[config.mk]
export PLATFORM = sky130hd
export DESIGN_NAME = booth_seq_mul
export DESIGN_NICKNAME = d
export VERILOG_FILES = /design/src/rtl/booth_mul_pkg.sv /design/src/rtl/booth_recode.sv /design/src/rtl/booth_addsub.sv /design/src/rtl/booth_ctrl.sv /design/src/rtl/booth_seq_mul.sv
export SDC_FILE = /design/constraint.sdc
export NUM_CORES = 1
export LEC_CHECK = 0
export CORE_MARGIN = 2
export CORE_UTILIZATION = 55
export DETAILED_ROUTE_END_ITERATION = 7
export DONT_BUFFER_PORTS = 1
export PLACE_DENSITY = 0.79
export SYNTH_ARGS = -nofsm -noshare
export SYNTH_HDL_FRONTEND = slang
export SYNTH_SLANG_ARGS = --single-unit
[constraint.sdc]
create_clock -name clk -period 2.2 [get_ports clk]
set_input_delay 0.44 -clock clk [delete_from_list [all_inputs] [get_ports clk]]
set_output_delay 0.44 -clock clk [all_outputs]
set_load 0.1 [all_outputs]
[src/rtl/booth_mul_pkg.sv]
package booth_mul_pkg;
   typedef enum logic [1:0] {
      BOP_NONE = 2'd0,
      BOP_ADD  = 2'd1,
      BOP_SUB  = 2'd2
   } booth_op_e;

   typedef enum logic {
      MS_IDLE = 1'b0,
      MS_RUN  = 1'b1
   } mul_state_e;
endpackage

[src/rtl/booth_recode.sv]
module booth_recode
   import booth_mul_pkg::*;
(
   input  logic      cur_lsb,
   input  logic      prev_bit,
   output booth_op_e op
);
   always_comb begin
      unique case ({cur_lsb, prev_bit})
         2'b01:   op = BOP_ADD;
         2'b10:   op = BOP_SUB;
         default: op = BOP_NONE;
      endcase
   end
endmodule

[src/rtl/booth_addsub.sv]
module booth_addsub
   import booth_mul_pkg::*;
#(
   parameter int WIDTH          = 8,
   parameter bit SUB_VIA_INVERT = 1'b1
) (
   input  logic [WIDTH:0]   acc,
   input  logic [WIDTH-1:0] mcand,
   input  booth_op_e        op,
   output logic [WIDTH:0]   sum
);
   localparam int AW = WIDTH + 1;

   logic [AW-1:0] m_ext;
   assign m_ext = {mcand[WIDTH-1], mcand};

   generate
      if (SUB_VIA_INVERT) begin : g_invert
         logic [AW-1:0] operand;
         logic [AW-1:0] carry_in;
         always_comb begin
            case (op)
               BOP_ADD: operand = m_ext;
               BOP_SUB: operand = ~m_ext;
               default: operand = '0;
            endcase
            carry_in = {{(AW-1){1'b0}}, (op == BOP_SUB)};
         end
         assign sum = acc + operand + carry_in;
      end else begin : g_direct
         always_comb begin
            case (op)
               BOP_ADD: sum = acc + m_ext;
               BOP_SUB: sum = acc - m_ext;
               default: sum = acc;
            endcase
         end
      end
   endgenerate
endmodule

[src/rtl/booth_ctrl.sv]
module booth_ctrl
   import booth_mul_pkg::*;
#(
   parameter int WIDTH = 8
) (
   input  logic clk,
   input  logic rst,
   input  logic start,
   output logic load,
   output logic step,
   output logic busy,
   output logic done
);
   localparam int CW = $clog2(WIDTH + 1);
   localparam logic [CW-1:0] LAST = CW'(WIDTH - 1);

   mul_state_e    state_q;
   logic [CW-1:0] cnt_q;
   logic          done_q;

   assign busy = (state_q == MS_RUN);
   assign load = start && !busy;
   assign step = busy;
   assign done = done_q;

   always_ff @(posedge clk) begin
      if (rst) begin
         state_q <= MS_IDLE;
         cnt_q   <= '0;
         done_q  <= 1'b0;
      end else begin
         done_q <= 1'b0;
         if (load) begin
            state_q <= MS_RUN;
            cnt_q   <= '0;
         end else if (step) begin
            if (cnt_q == LAST) begin
               state_q <= MS_IDLE;
               done_q  <= 1'b1;
               cnt_q   <= '0;
            end else begin
               cnt_q <= cnt_q + 1'b1;
            end
         end
      end
   end

   assert_done_pulse_R3: assert property (@(posedge clk) disable iff (rst)
      done |=> !done);
   assert_done_not_busy_R3: assert property (@(posedge clk) disable iff (rst)
      done |-> !busy);
   assert_start_taken_R2: assert property (@(posedge clk) disable iff (rst)
      (start && !busy) |=> busy);
   assert_cnt_range_R9: assert property (@(posedge clk) disable iff (rst)
      busy |-> (cnt_q < CW'(WIDTH)));
endmodule

[src/rtl/booth_seq_mul.sv]
module booth_seq_mul
   import booth_mul_pkg::*;
#(
   parameter int WIDTH          = 8,
   parameter bit SUB_VIA_INVERT = 1'b1
) (
   input  logic               clk,
   input  logic               rst,
   input  logic               start,
   input  logic [WIDTH-1:0]   mcand,
   input  logic [WIDTH-1:0]   mplier,
   output logic               busy,
   output logic               done,
   output logic [2*WIDTH-1:0] product
);
   localparam int AW = WIDTH + 1;

   generate
      if (WIDTH < 2) begin : g_bad_width
         $error("booth_seq_mul: WIDTH must be at least 2");
      end
   endgenerate

   logic [AW-1:0]    acc_q;
   logic [WIDTH-1:0] mq_q;
   logic [WIDTH-1:0] mcand_q;
   logic             qx_q;
   logic             load;
   logic             step;
   logic [AW-1:0]    sum;
   booth_op_e        op;

   booth_ctrl #(.WIDTH(WIDTH)) u_ctrl (
      .clk  (clk),
      .rst  (rst),
      .start(start),
      .load (load),
      .step (step),
      .busy (busy),
      .done (done)
   );

   booth_recode u_recode (
      .cur_lsb (mq_q[0]),
      .prev_bit(qx_q),
      .op      (op)
   );

   booth_addsub #(.WIDTH(WIDTH), .SUB_VIA_INVERT(SUB_VIA_INVERT)) u_addsub (
      .acc  (acc_q),
      .mcand(mcand_q),
      .op   (op),
      .sum  (sum)
   );

   always_ff @(posedge clk) begin
      if (rst) begin
         acc_q   <= '0;
         mq_q    <= '0;
         mcand_q <= '0;
         qx_q    <= 1'b0;
      end else if (load) begin
         acc_q   <= '0;
         mq_q    <= mplier;
         mcand_q <= mcand;
         qx_q    <= 1'b0;
      end else if (step) begin
         {acc_q, mq_q, qx_q} <= {sum[AW-1], sum, mq_q};
      end
   end

   assign product = {acc_q[WIDTH-1:0], mq_q};

   assert_guard_sign_R5: assert property (@(posedge clk) disable iff (rst)
      done |-> (acc_q[AW-1] == acc_q[AW-2]));
   assert_product_hold_R8: assert property (@(posedge clk) disable iff (rst)
      (!busy && !start) |=> $stable(product));
endmodule

==> metrics <==
Port-buffer cells 0; share of cells above drive strength 1 26.1%; Final HPWL DP 2740 um; Final Critical Period about 2.2 ns; I/O pin count 37; largest family of logic cells by synthesized area simple AND/OR/NAND/NOR gates; area grow syn2layout 19.4%; CTS max path bufs 2; synthesis-stage register bit count 31; pre-CTS WS -0.0481 ns; Initial Util 58.6%; syn_nets 230; Final Cell Area around 0.0019 mm^2; static leakage 0.817 nW; Flop pwr share 48.9%; mapped cell area between 0.0015 and 0.002 mm^2; full die area 0.00342 mm^2; crit path DAT 2.44 ns; Reg area 631 um^2; Startpoint Class flip-flop; Rel. slew slack ~64%; final slew viol count 0; final WL 4020 um; root cell of the clock tree clkbuf_4; worst reg2reg setup slack -0.007 ns; CTS tree built; Final Hold Viols 0; core region area around 0.0028 mm^2; adder-cell area share of the yosys netlist between 8 and 9%; initial antenna violation count 0; Die Ht approximately 60 um; Row Count 19; CP Class flip-flop to flip-flop; Async S/R FF share, synth 0%; f_max 453 MHz; Logic pwr share 24.4%; post-synthesis cell count 201; Net Sw Power 0.437 mW; vias 1522; power share of the clock group 26.7%; Placement Cell Area about 0.0018 mm^2; WL per Instance between 15 and 20 um; crit path cell chain nor2b_4 -> nand2_2 -> o21ai_2 -> fa_2 -> fa_2 -> a21oi_2 -> o211a_1 -> buf_6 -> xnor2_2 -> o21ai_1; Post-Layout Cell Count 253; worst setup margin -0.00696 ns; Ant. Diodes 0; final design utilization 70.0%; Post-Synth Simple-Gate Area 21.9%; CP peak stage delay 0.43 ns; compound-cell area share of the yosys netlist between 15 and 20%; Area contributors post-synth dfxtp_1 (38%), a21oi_1 (7.4%), mux2i_1 (7.4%), nor2_1 (6.9%), nand2_1 (6.4%); clk_skew about 0.0079 ns; net switching fraction of the power 34.6%; Max IR drop VDD 0.618 mV; Power Internal 0.826 mW; Clk pin slew, worst setup/hold paths 0.10 ns; ys flop type dfxtp_1; MaxCap Viol Count 0; Tcrit/Tclk final 100%; CP Depth 10; Fin Setup TNS -0.00696 ns; cell accounting for the most synthesized area dfxtp_1; chip width between 50 and 60 um; CP Max Fanout 3; RSZ-0062 raised after global routing yes; failing checks negative setup slack; pwr/cell area 649 mW/mm^2; Fillers approximately 210; Synth Area in XOR/XNOR 2.15%; outcome finished, violations left; CTS Sinks 31; number of vias per cell between 6 and 7; Synthesis Warnings 0; Worst Setup End Kind flip-flop; GPL Wtd Cong 0.871; multiplexer area fraction after synthesis under 10%; number of flops mapped to enable cells by yosys 0; reg2reg path depth 10; grt total ovfl 0; Num CTS Buffers 5; number of global-route vias before repair 1424; number of DRC markers in iteration 0 85; Mean Syn Cell Area between 8 and 9 um^2; area occupied by multi-input gates about 0.0010 mm^2; hold path cells 1; largest net degree at the start of global routing 31; global-route wire length before repair 5990 um; clk_lat worst skew ~0.33 ns; Hold Path Class input port to flip-flop; nets 251; Antenna Nets Post-Route 0; Crit path max-delay family adder cells; sequential fraction of the synthesis area 38.1%; Distinct cells, synth 36; Most common cell on crit path fa_2; CTS H-tree depth 2; All-Layer GR Usage 23.3%; WP buf/inv 1; Req. time, crit path 2.43 ns; DRC errors left 0; dpl cells 242; first drt pass iteration count 4; worst-margin pin slew 0.533 ns; hold_buf cts 0; Yosys top cell area share 38.1%; Crit-path slowest cell fa_2; Final setup viols 1
## cell usage after synthesis, types with 2 or more instances
cell type and instances:
a211oi_1 4, a21oi_1 24, buf_2 5, clkbuf_1 4, dfxtp_1 31, fa_1 2
ha_1 8, inv_1 5, mux2i_1 12, nand2_1 28, nand2b_1 8, nand3_1 3
nor2_1 30, o21ai_0 12, or4_1 2, xnor2_1 3
## state kept, by name (all words and copies together), names as in the netlist
register / flops
u_ctrl.done: 1
u_ctrl.busy: 1
mq_q: 8
qx_q: 1
u_ctrl.cnt_q: 4
mcand_q: 8
acc_q: 8
## logic make-up (layout without fill, tap and decap cells)
group / after synthesis / after routing
AND/OR/NAND/NOR: 79 / 79
adder cells (fa/ha/maj): 10 / 10
buffers and inverters: 16 / 37
multiplexers: 12 / 12
flip-flops: 31 / 31
AO/OA/AOI/OAI: 49 / 49
XOR/XNOR: 4 / 4
## layout by cell type, fill, tap and decap left out, drive strengths merged, types with 2 or more instances in the layout
cell / count
dfxtp: 31
nor2: 30
nand2: 28
buf: 25
a21oi: 25
mux2i: 12
o21ai: 12
nand2b: 8
ha: 8
clkbuf: 6
inv: 5
a211oi: 4
xnor2: 3
nand3: 3
or4: 2
fa: 2
## what timing repair did
item                       in CTS  in global routing
buffers inserted                0                  4
resized for setup               3                 23
setup endpoints to repair       3                  4
pin swaps                       1                 10
## layout make-up
| cell class | instances | share of cell area, % |
|---|---|---|
| Sequential cell | 31 | 32.4 |
| Clock inverter | 1 | 0.257 |
| Clock buffer | 6 | 2.63 |
| Tap cell | 31 | 1.99 |
| Inverter | 5 | 0.964 |
| Multi-Input combinational cell | 154 | 51.9 |
| Timing Repair Buffer | 25 | 9.83 |
## path summary, 6_finish.rpt
kind	startpoint	to
worst min register to register	mcand_q[7]$_SDFFE_PP0P_	mcand_q[7]$_SDFFE_PP0P_
worst min-delay path	rst	mq_q[0]$_SDFFE_PP0P_
worst max register to register	qx_q$_SDFFE_PP0P_	acc_q[5]$_SDFFE_PP0P_
worst max-delay path	qx_q$_SDFFE_PP0P_	acc_q[5]$_SDFFE_PP0P_
## through the flow
stage	hold WS, ns	power (mW)
3_3_place_gp	0.449	0.903
5_1_grt	0.144	1.32
2_1_floorplan	0.441	0.866
6_report	0.166	1.26
4_1_cts	0.161	1.25
3_5_place_dp	0.461	0.913
## worst reg2reg max path, stage by stage, from the launching register on
cell and delay, ns:
dfxtp_2 0.34, nor2b_4 0.13, nand2_2 0.06, o21ai_2 0.06
fa_2 0.40, fa_2 0.43, a21oi_2 0.17, o211a_1 0.21
buf_6 0.12, xnor2_2 0.11, o21ai_1 0.08
## per-layer routing
layer / share of wire (%) / up-vias / routed length [um] / track usage, %
met5: 0 / - / 0 / 0
met4: 3.0 / 0 / 122 / 14.6
met3: 8.3 / 17 / 332 / 7.03
met2: 52 / 65 / 2100 / 39.6
met1: 36 / 708 / 1460 / 25.1
li1: - / 732 / - / -
## power by group through the flow
stage          logic (mW)  registers [mW]  clock network [mW]
2_1_floorplan       0.134           0.732                   0
3_3_place_gp        0.276           0.626                   0
3_5_place_dp        0.285           0.628                   0
4_1_cts             0.287           0.615               0.345
5_1_grt             0.328           0.622               0.372
6_report            0.309           0.618               0.337
No activity file was read; power rests on OpenSTA's default activity.
